**config.mk**
```make
export PLATFORM = sky130hd
export DESIGN_NAME = axi_wrap_rd_port
export DESIGN_NICKNAME = d
export VERILOG_FILES = /design/src/rtl/arp_pkg.sv /design/src/rtl/arp_beat_addr.sv /design/src/rtl/arp_lane_mask.sv /design/src/rtl/arp_word_hold.sv /design/src/rtl/axi_wrap_rd_port.sv
export SDC_FILE = /design/constraint.sdc
export NUM_CORES = 1
export LEC_CHECK = 0
export ABC_AREA = 1
export BUFFER_PORTS_ARGS = -buffer_cell sky130_fd_sc_hd__buf_2
export CELL_PAD_IN_SITES_DETAIL_PLACEMENT = 1
export CELL_PAD_IN_SITES_GLOBAL_PLACEMENT = 1
export CORE_UTILIZATION = 42
export CTS_BUF_LIST = sky130_fd_sc_hd__clkbuf_8
export CTS_CLUSTER_DIAMETER = 80
export DETAILED_ROUTE_END_ITERATION = 8
export HOLD_SLACK_MARGIN = 0.15
export PLACE_DENSITY = 0.95
export REMOVE_ABC_BUFFERS = 1
export SLEW_MARGIN = 20
export SYNTH_ARGS = -nofsm -noshare
export SYNTH_HDL_FRONTEND = slang
export SYNTH_HIERARCHICAL = 1
export SYNTH_SLANG_ARGS = --single-unit
```
**constraint.sdc**
```tcl
create_clock -name clk -period 10.1 [get_ports clk]
set_input_delay 1.01 -clock clk [delete_from_list [all_inputs] [get_ports clk]]
set_output_delay 1.01 -clock clk [all_outputs]
set_load 0.03 [all_outputs]
```
**src/rtl/arp_pkg.sv**
```systemverilog
package arp_pkg;

  typedef enum logic [1:0] {
    BURST_FIXED = 2'b00,
    BURST_INCR  = 2'b01,
    BURST_WRAP  = 2'b10,
    BURST_RSVD  = 2'b11
  } burst_e;

  typedef enum logic [1:0] {
    ST_IDLE,
    ST_ISSUE,
    ST_WAIT,
    ST_BEAT
  } state_e;

  localparam logic [1:0] RESP_OKAY = 2'b00;

endpackage

```
**src/rtl/arp_beat_addr.sv**
```systemverilog
module arp_beat_addr import arp_pkg::*; #(
  parameter int ADDR_W = 16,
  parameter int LEN_W  = 4
) (
  input  logic [ADDR_W-1:0] cur_addr,
  input  logic [2:0]        size,
  input  burst_e            burst,
  input  logic [LEN_W-1:0]  len,
  output logic [ADDR_W-1:0] next_addr
);

  logic [ADDR_W-1:0] nbytes;
  logic [ADDR_W-1:0] aligned;
  logic [ADDR_W-1:0] stepped;
  logic [ADDR_W-1:0] span;
  logic [ADDR_W-1:0] span_m;

  always_comb begin
    nbytes  = ADDR_W'(1) << size;
    aligned = cur_addr & ~(nbytes - ADDR_W'(1));
    stepped = aligned + nbytes;
    span    = nbytes * (ADDR_W'(len) + ADDR_W'(1));
    span_m  = span - ADDR_W'(1);
    unique case (burst)
      BURST_FIXED: next_addr = cur_addr;
      BURST_WRAP:  next_addr = (cur_addr & ~span_m) | (stepped & span_m);
      default:     next_addr = stepped;
    endcase
  end

endmodule

```
**src/rtl/arp_lane_mask.sv**
```systemverilog
module arp_lane_mask #(
  parameter int BYTES = 16,
  parameter int OFF_W = 4
) (
  input  logic [OFF_W-1:0] offset,
  input  logic [2:0]       size,
  output logic [BYTES-1:0] lane_en
);

  localparam int LW = OFF_W + 1;

  logic [LW-1:0] nb;
  logic [LW-1:0] lo;
  logic [LW-1:0] base;
  logic [LW-1:0] hi;

  always_comb begin
    nb   = LW'(1) << size;
    lo   = {1'b0, offset};
    base = lo & ~(nb - LW'(1));
    hi   = base + nb;
  end

  for (genvar g = 0; g < BYTES; g++) begin : g_lane
    assign lane_en[g] = (LW'(g) >= lo) && (LW'(g) < hi);
  end

endmodule

```
**src/rtl/arp_word_hold.sv**
```systemverilog
module arp_word_hold #(
  parameter int WORD_W = 12,
  parameter int DATA_W = 128
) (
  input  logic              clk,
  input  logic              rst_n,
  input  logic              load,
  input  logic [WORD_W-1:0] load_tag,
  input  logic [DATA_W-1:0] load_data,
  input  logic              inval,
  input  logic [WORD_W-1:0] lookup_tag,
  output logic              hit,
  output logic [DATA_W-1:0] held_data
);

  logic              valid_q;
  logic [WORD_W-1:0] tag_q;

  always_ff @(posedge clk or negedge rst_n) begin
    if (!rst_n) begin
      valid_q   <= 1'b0;
      tag_q     <= '0;
      held_data <= '0;
    end else begin
      if (inval)     valid_q <= 1'b0;
      else if (load) valid_q <= 1'b1;
      if (load) begin
        tag_q     <= load_tag;
        held_data <= load_data;
      end
    end
  end

  assign hit = valid_q && !inval && (tag_q == lookup_tag);

endmodule

```
**src/rtl/axi_wrap_rd_port.sv**
```systemverilog
module axi_wrap_rd_port import arp_pkg::*; #(
  parameter int ADDR_W = 16,
  parameter int DATA_W = 128,
  parameter int LEN_W  = 4,
  parameter int CNT_W  = 16
) (
  input  logic                                clk,
  input  logic                                rst_n,
  input  logic                                ar_valid,
  output logic                                ar_ready,
  input  logic [ADDR_W-1:0]                   ar_addr,
  input  logic [LEN_W-1:0]                    ar_len,
  input  logic [2:0]                          ar_size,
  input  logic [1:0]                          ar_burst,
  output logic                                r_valid,
  input  logic                                r_ready,
  output logic [DATA_W-1:0]                   r_data,
  output logic                                r_last,
  output logic [1:0]                          r_resp,
  output logic                                mem_en,
  output logic [ADDR_W-$clog2(DATA_W/8)-1:0]  mem_addr,
  input  logic [DATA_W-1:0]                   mem_rdata,
  input  logic                                write_hit,
  output logic [CNT_W-1:0]                    rd_count
);

  localparam int BYTES    = DATA_W / 8;
  localparam int OFF_W    = $clog2(BYTES);
  localparam int WORD_W   = ADDR_W - OFF_W;
  localparam int SIZE_MAX = OFF_W;

  state_e            state_q;
  logic [ADDR_W-1:0] addr_q;
  logic [LEN_W-1:0]  len_q;
  logic [LEN_W-1:0]  left_q;
  logic [2:0]        size_q;
  burst_e            burst_q;
  logic [CNT_W-1:0]  cnt_q;

  logic [2:0]        size_in;
  logic [ADDR_W-1:0] next_addr;
  logic [WORD_W-1:0] cur_word;
  logic              hit;
  logic [DATA_W-1:0] held_data;
  logic [BYTES-1:0]  lane_en;
  logic              accept_ar;
  logic              beat_done;

  assign size_in   = (ar_size > 3'(SIZE_MAX)) ? 3'(SIZE_MAX) : ar_size;
  assign cur_word  = addr_q[ADDR_W-1:OFF_W];
  assign accept_ar = (state_q == ST_IDLE) && ar_valid;
  assign beat_done = (state_q == ST_BEAT) && r_ready;

  arp_beat_addr #(
    .ADDR_W (ADDR_W),
    .LEN_W  (LEN_W)
  ) i_beat_addr (
    .cur_addr  (addr_q),
    .size      (size_q),
    .burst     (burst_q),
    .len       (len_q),
    .next_addr (next_addr)
  );

  arp_word_hold #(
    .WORD_W (WORD_W),
    .DATA_W (DATA_W)
  ) i_word_hold (
    .clk        (clk),
    .rst_n      (rst_n),
    .load       (state_q == ST_WAIT),
    .load_tag   (cur_word),
    .load_data  (mem_rdata),
    .inval      (write_hit),
    .lookup_tag (cur_word),
    .hit        (hit),
    .held_data  (held_data)
  );

  arp_lane_mask #(
    .BYTES (BYTES),
    .OFF_W (OFF_W)
  ) i_lane_mask (
    .offset  (addr_q[OFF_W-1:0]),
    .size    (size_q),
    .lane_en (lane_en)
  );

  always_ff @(posedge clk or negedge rst_n) begin
    if (!rst_n) begin
      state_q <= ST_IDLE;
      addr_q  <= '0;
      len_q   <= '0;
      left_q  <= '0;
      size_q  <= '0;
      burst_q <= BURST_INCR;
    end else begin
      unique case (state_q)
        ST_IDLE: begin
          if (accept_ar) begin
            addr_q  <= ar_addr;
            len_q   <= ar_len;
            left_q  <= ar_len;
            size_q  <= size_in;
            burst_q <= burst_e'(ar_burst);
            state_q <= ST_ISSUE;
          end
        end
        ST_ISSUE: state_q <= hit ? ST_BEAT : ST_WAIT;
        ST_WAIT:  state_q <= ST_BEAT;
        ST_BEAT: begin
          if (beat_done) begin
            if (left_q == '0) begin
              state_q <= ST_IDLE;
            end else begin
              addr_q  <= next_addr;
              left_q  <= left_q - LEN_W'(1);
              state_q <= ST_ISSUE;
            end
          end
        end
        default: state_q <= ST_IDLE;
      endcase
    end
  end

  always_ff @(posedge clk or negedge rst_n) begin
    if (!rst_n)      cnt_q <= '0;
    else if (mem_en) cnt_q <= cnt_q + CNT_W'(1);
  end

  assign ar_ready = (state_q == ST_IDLE);
  assign mem_en   = (state_q == ST_ISSUE) && !hit;
  assign mem_addr = cur_word;
  assign rd_count = cnt_q;
  assign r_valid  = (state_q == ST_BEAT);
  assign r_last   = r_valid && (left_q == '0);
  assign r_resp   = RESP_OKAY;

  for (genvar g = 0; g < BYTES; g++) begin : g_steer
    assign r_data[8*g +: 8] = lane_en[g] ? held_data[8*g +: 8] : 8'h00;
  end

endmodule

```
==> results by group <==
Outcome
  – Status: finished clean

Drt
  – Initial DRC Count: between 600 and 700
  – Via count: around 13000
  – DRT Pass-1 Iters: 5
  – Routed WL: ~44000 µm
  – Antenna Nets Post-Route: 0
  – Routed len/inst: around 17 µm
  – Remaining DRCs: 0
  – Via/cell ratio: 4.99

Critical path
  – Reg2Reg Launch Point: len_q[0]
  – Setup slack, reg-to-reg: 5.26 ns
  – Crit Reg-Reg Endpoint: addr_q[14]
  – CP Class: reg2out
  – Startpoint types: register
  – Critical path origin: size_q[1]
  – WP data required: between 9 and 10 ns
  – R2R cell count: 23
  – Critical path endpoint: r_data[116]
  – Crit. End Element: output port
  – Worst-path maximum fanout: 17
  – Critical Path AT: about 4.2 ns

Synth
  – Most instantiated library cell after synthesis: nand2_1
  – Synth area leaders: dfrtp_1 (37%), nand2_1 (26%), inv_1 (8.9%)
  – Seq/Total Area, Yosys: between 30% and 40%
  – Flops & latches, synth: ~190
  – Synth area leader: dfrtp_1
  – Most instantiated cells after synthesis: nand2_1 (885), inv_1 (301), dfrtp_1 (187)
  – Post-synth cell types: 49
  – Synth Cell Area: 12800 µm²
  – YS warnings: 6
  – Post-synth top area share: 36.7%
  – Asr flop ratio synth: between 90% and 100%
  – Number of synthesized flops with an enable pin: 0
  – Synthesized instance count: ~1900
  – Mean Syn Cell Area: 6.74 µm²
  – Synth Flop Type: dfrtp_1

CTS
  – Num CTS Buffers: 17
  – Clock sink count: 188
  – CTS max path bufs: 2
  – Clock Latency Late Sink: 0.49 ns
  – CTS Hold Bufs: 0
  – H-tree level count: 4
  – CTS tree: yes
  – Root Buffer: clkbuf_8
  – # resized after CTS: 0
  – Setup bufs post-CTS: 0
  – Clk slew on worst S/H paths: around 0.1 ns

Timing
  – Final setup violation count: 0
  – Setup TNS: 0 ns
  – Max-slew headroom: between 20% and 30%
  – Pin slew with the least headroom to its limit: 1.15 ns
  – Tcrit/Tclk final: around 52%
  – Fmax: 0.191 GHz
  – Fin. Hold Viols: 0
  – Max Slew Vio Count: 0
  – Final Skew: 0.0153 ns
  – Final min period: 5.24 ns
  – RSZ-0062 raised after global routing: no

Global routing
  – Initial antenna violation count: 3
  – Total track usage: ~29%
  – Remaining Overflow, GRT: 0
  – Vias in the first global route: around 14000
  – First-pass GRT wire length: approximately 70000 µm
  – Largest net degree at the start of global routing: 120

Layout
  – Layout cells sized above 1: between 10% and 20%
  – Layout net count: between 2000 and 2500
  – Syn-to-layout area delta: 15.7%
  – Area of the multi-input gates: 6360 µm²
  – Filler instances: 4056
  – Seq. cell area: about 4700 µm²

Die
  – Ports: 320
  – Die ar.: 31100 µm²
  – Total core area: ~30000 µm²
  – Chip Height: between 150 and 200 µm
  – Row count: 63
  – Die W: approximately 180 µm
  – Starting Density: 42.9%

Placement
  – Hpwl dp: 33500 µm
  – Gpl congestion: 0.918
  – Port bufs: 317

Run
  – Max-Cap Viols: 0

Worst hold path
  – Min-Delay Path Class: in2async
## per-stage QoR
stage	std cells	setup slack (ns)	hold slack, ns	cell area [µm²]	util [%]
2_1_floorplan	1818	5.51	0.442	12300	-
3_3_place_gp	2529	5.48	0.453	14400	48.4
3_5_place_dp	2529	5.32	0.458	14400	48.4
4_1_cts	2558	4.87	0.483	14700	49.6
5_1_grt	2559	4.54	0.383	14800	49.7
6_report	2560	4.86	0.399	14800	49.7
## worst max-delay path: stages (launching register included)
cell	delay, ns
dfrtp_1	0.87
nor2_1	0.21
inv_1	0.15
nor2_1	0.08
fa_1	0.65
nand2_1	0.11
nor2_1	0.23
nor2_1	0.08
nor3_1	0.86
nand2_1	0.18
inv_1	0.12
buf_2	0.20
## cell families (layout without fill, tap and decap cells)
kind of cell,after synthesis,after routing,share of synthesized area [%]
and+or+nand+nor,1134,1134,36.3
muxes,1,1,0.0785
buffers and inverters,392,667,13.4
adders and majority gates,62,62,7.38
AOI/OAI and AO/OA,87,87,4.03
other,1,3,0.0294
xor gates and xnor gates,28,28,1.92
DFF,188,188,36.9
## sequential cells by signal (all words and copies together), names as in the netlist
name / flops
addr_q: 16
burst_q: 2
i_word_hold/held_data: 128
i_word_hold/tag_q: 12
i_word_hold/valid_q: 1
left_q: 4
len_q: 4
rd_count: 16
size_q: 3
state_q: 2
## routing by layer
metal	wire length, µm	vias to the layer above	global-route usage, %
li1	-	6106	-
met1	17300	6176	32.7
met2	22100	380	50.4
met3	2790	98	7.49
met4	1630	2	11.7
met5	8	-	0
## worst min path at each step
stage                               start                         end  slack (ns)  cells past startpoint
3_5_place_dp   i_word_hold/held_data[115]  i_word_hold/held_data[115]        0.46                      2
5_1_grt                             rst_n        i_word_hold/tag_q[2]        0.38                      1
3_3_place_gp    i_word_hold/held_data[32]   i_word_hold/held_data[32]        0.45                      2
6_report                            rst_n         i_word_hold/valid_q        0.40                      1
2_1_floorplan    i_word_hold/held_data[0]    i_word_hold/held_data[0]        0.44                      2
4_1_cts         i_word_hold/held_data[28]   i_word_hold/held_data[28]        0.48                      2
## layout by cell type, fill, tap and decap left out, types with 23 or more instances in the layout
cell type and instances:
buf_2 316, nor2_1 112, a21oi_1 23, dfrtp_1 187, inv_1 302, nand2_1 885
nand3_1 65, o21ai_0 35, ha_1 39
## cell type report
type	count	share of cell area, %
inverter	316	8.14
clock buffer	21	1.96
timing repair buffer	322	11.2
multi-input combinational	1314	43.1
sequential	188	31.9
clock inverter	8	0.424
antenna	1	0.0170
tap	390	3.31
Power is not shown: default switching activity piles up to over one toggle a cycle in this logic, so the estimate is an artifact.
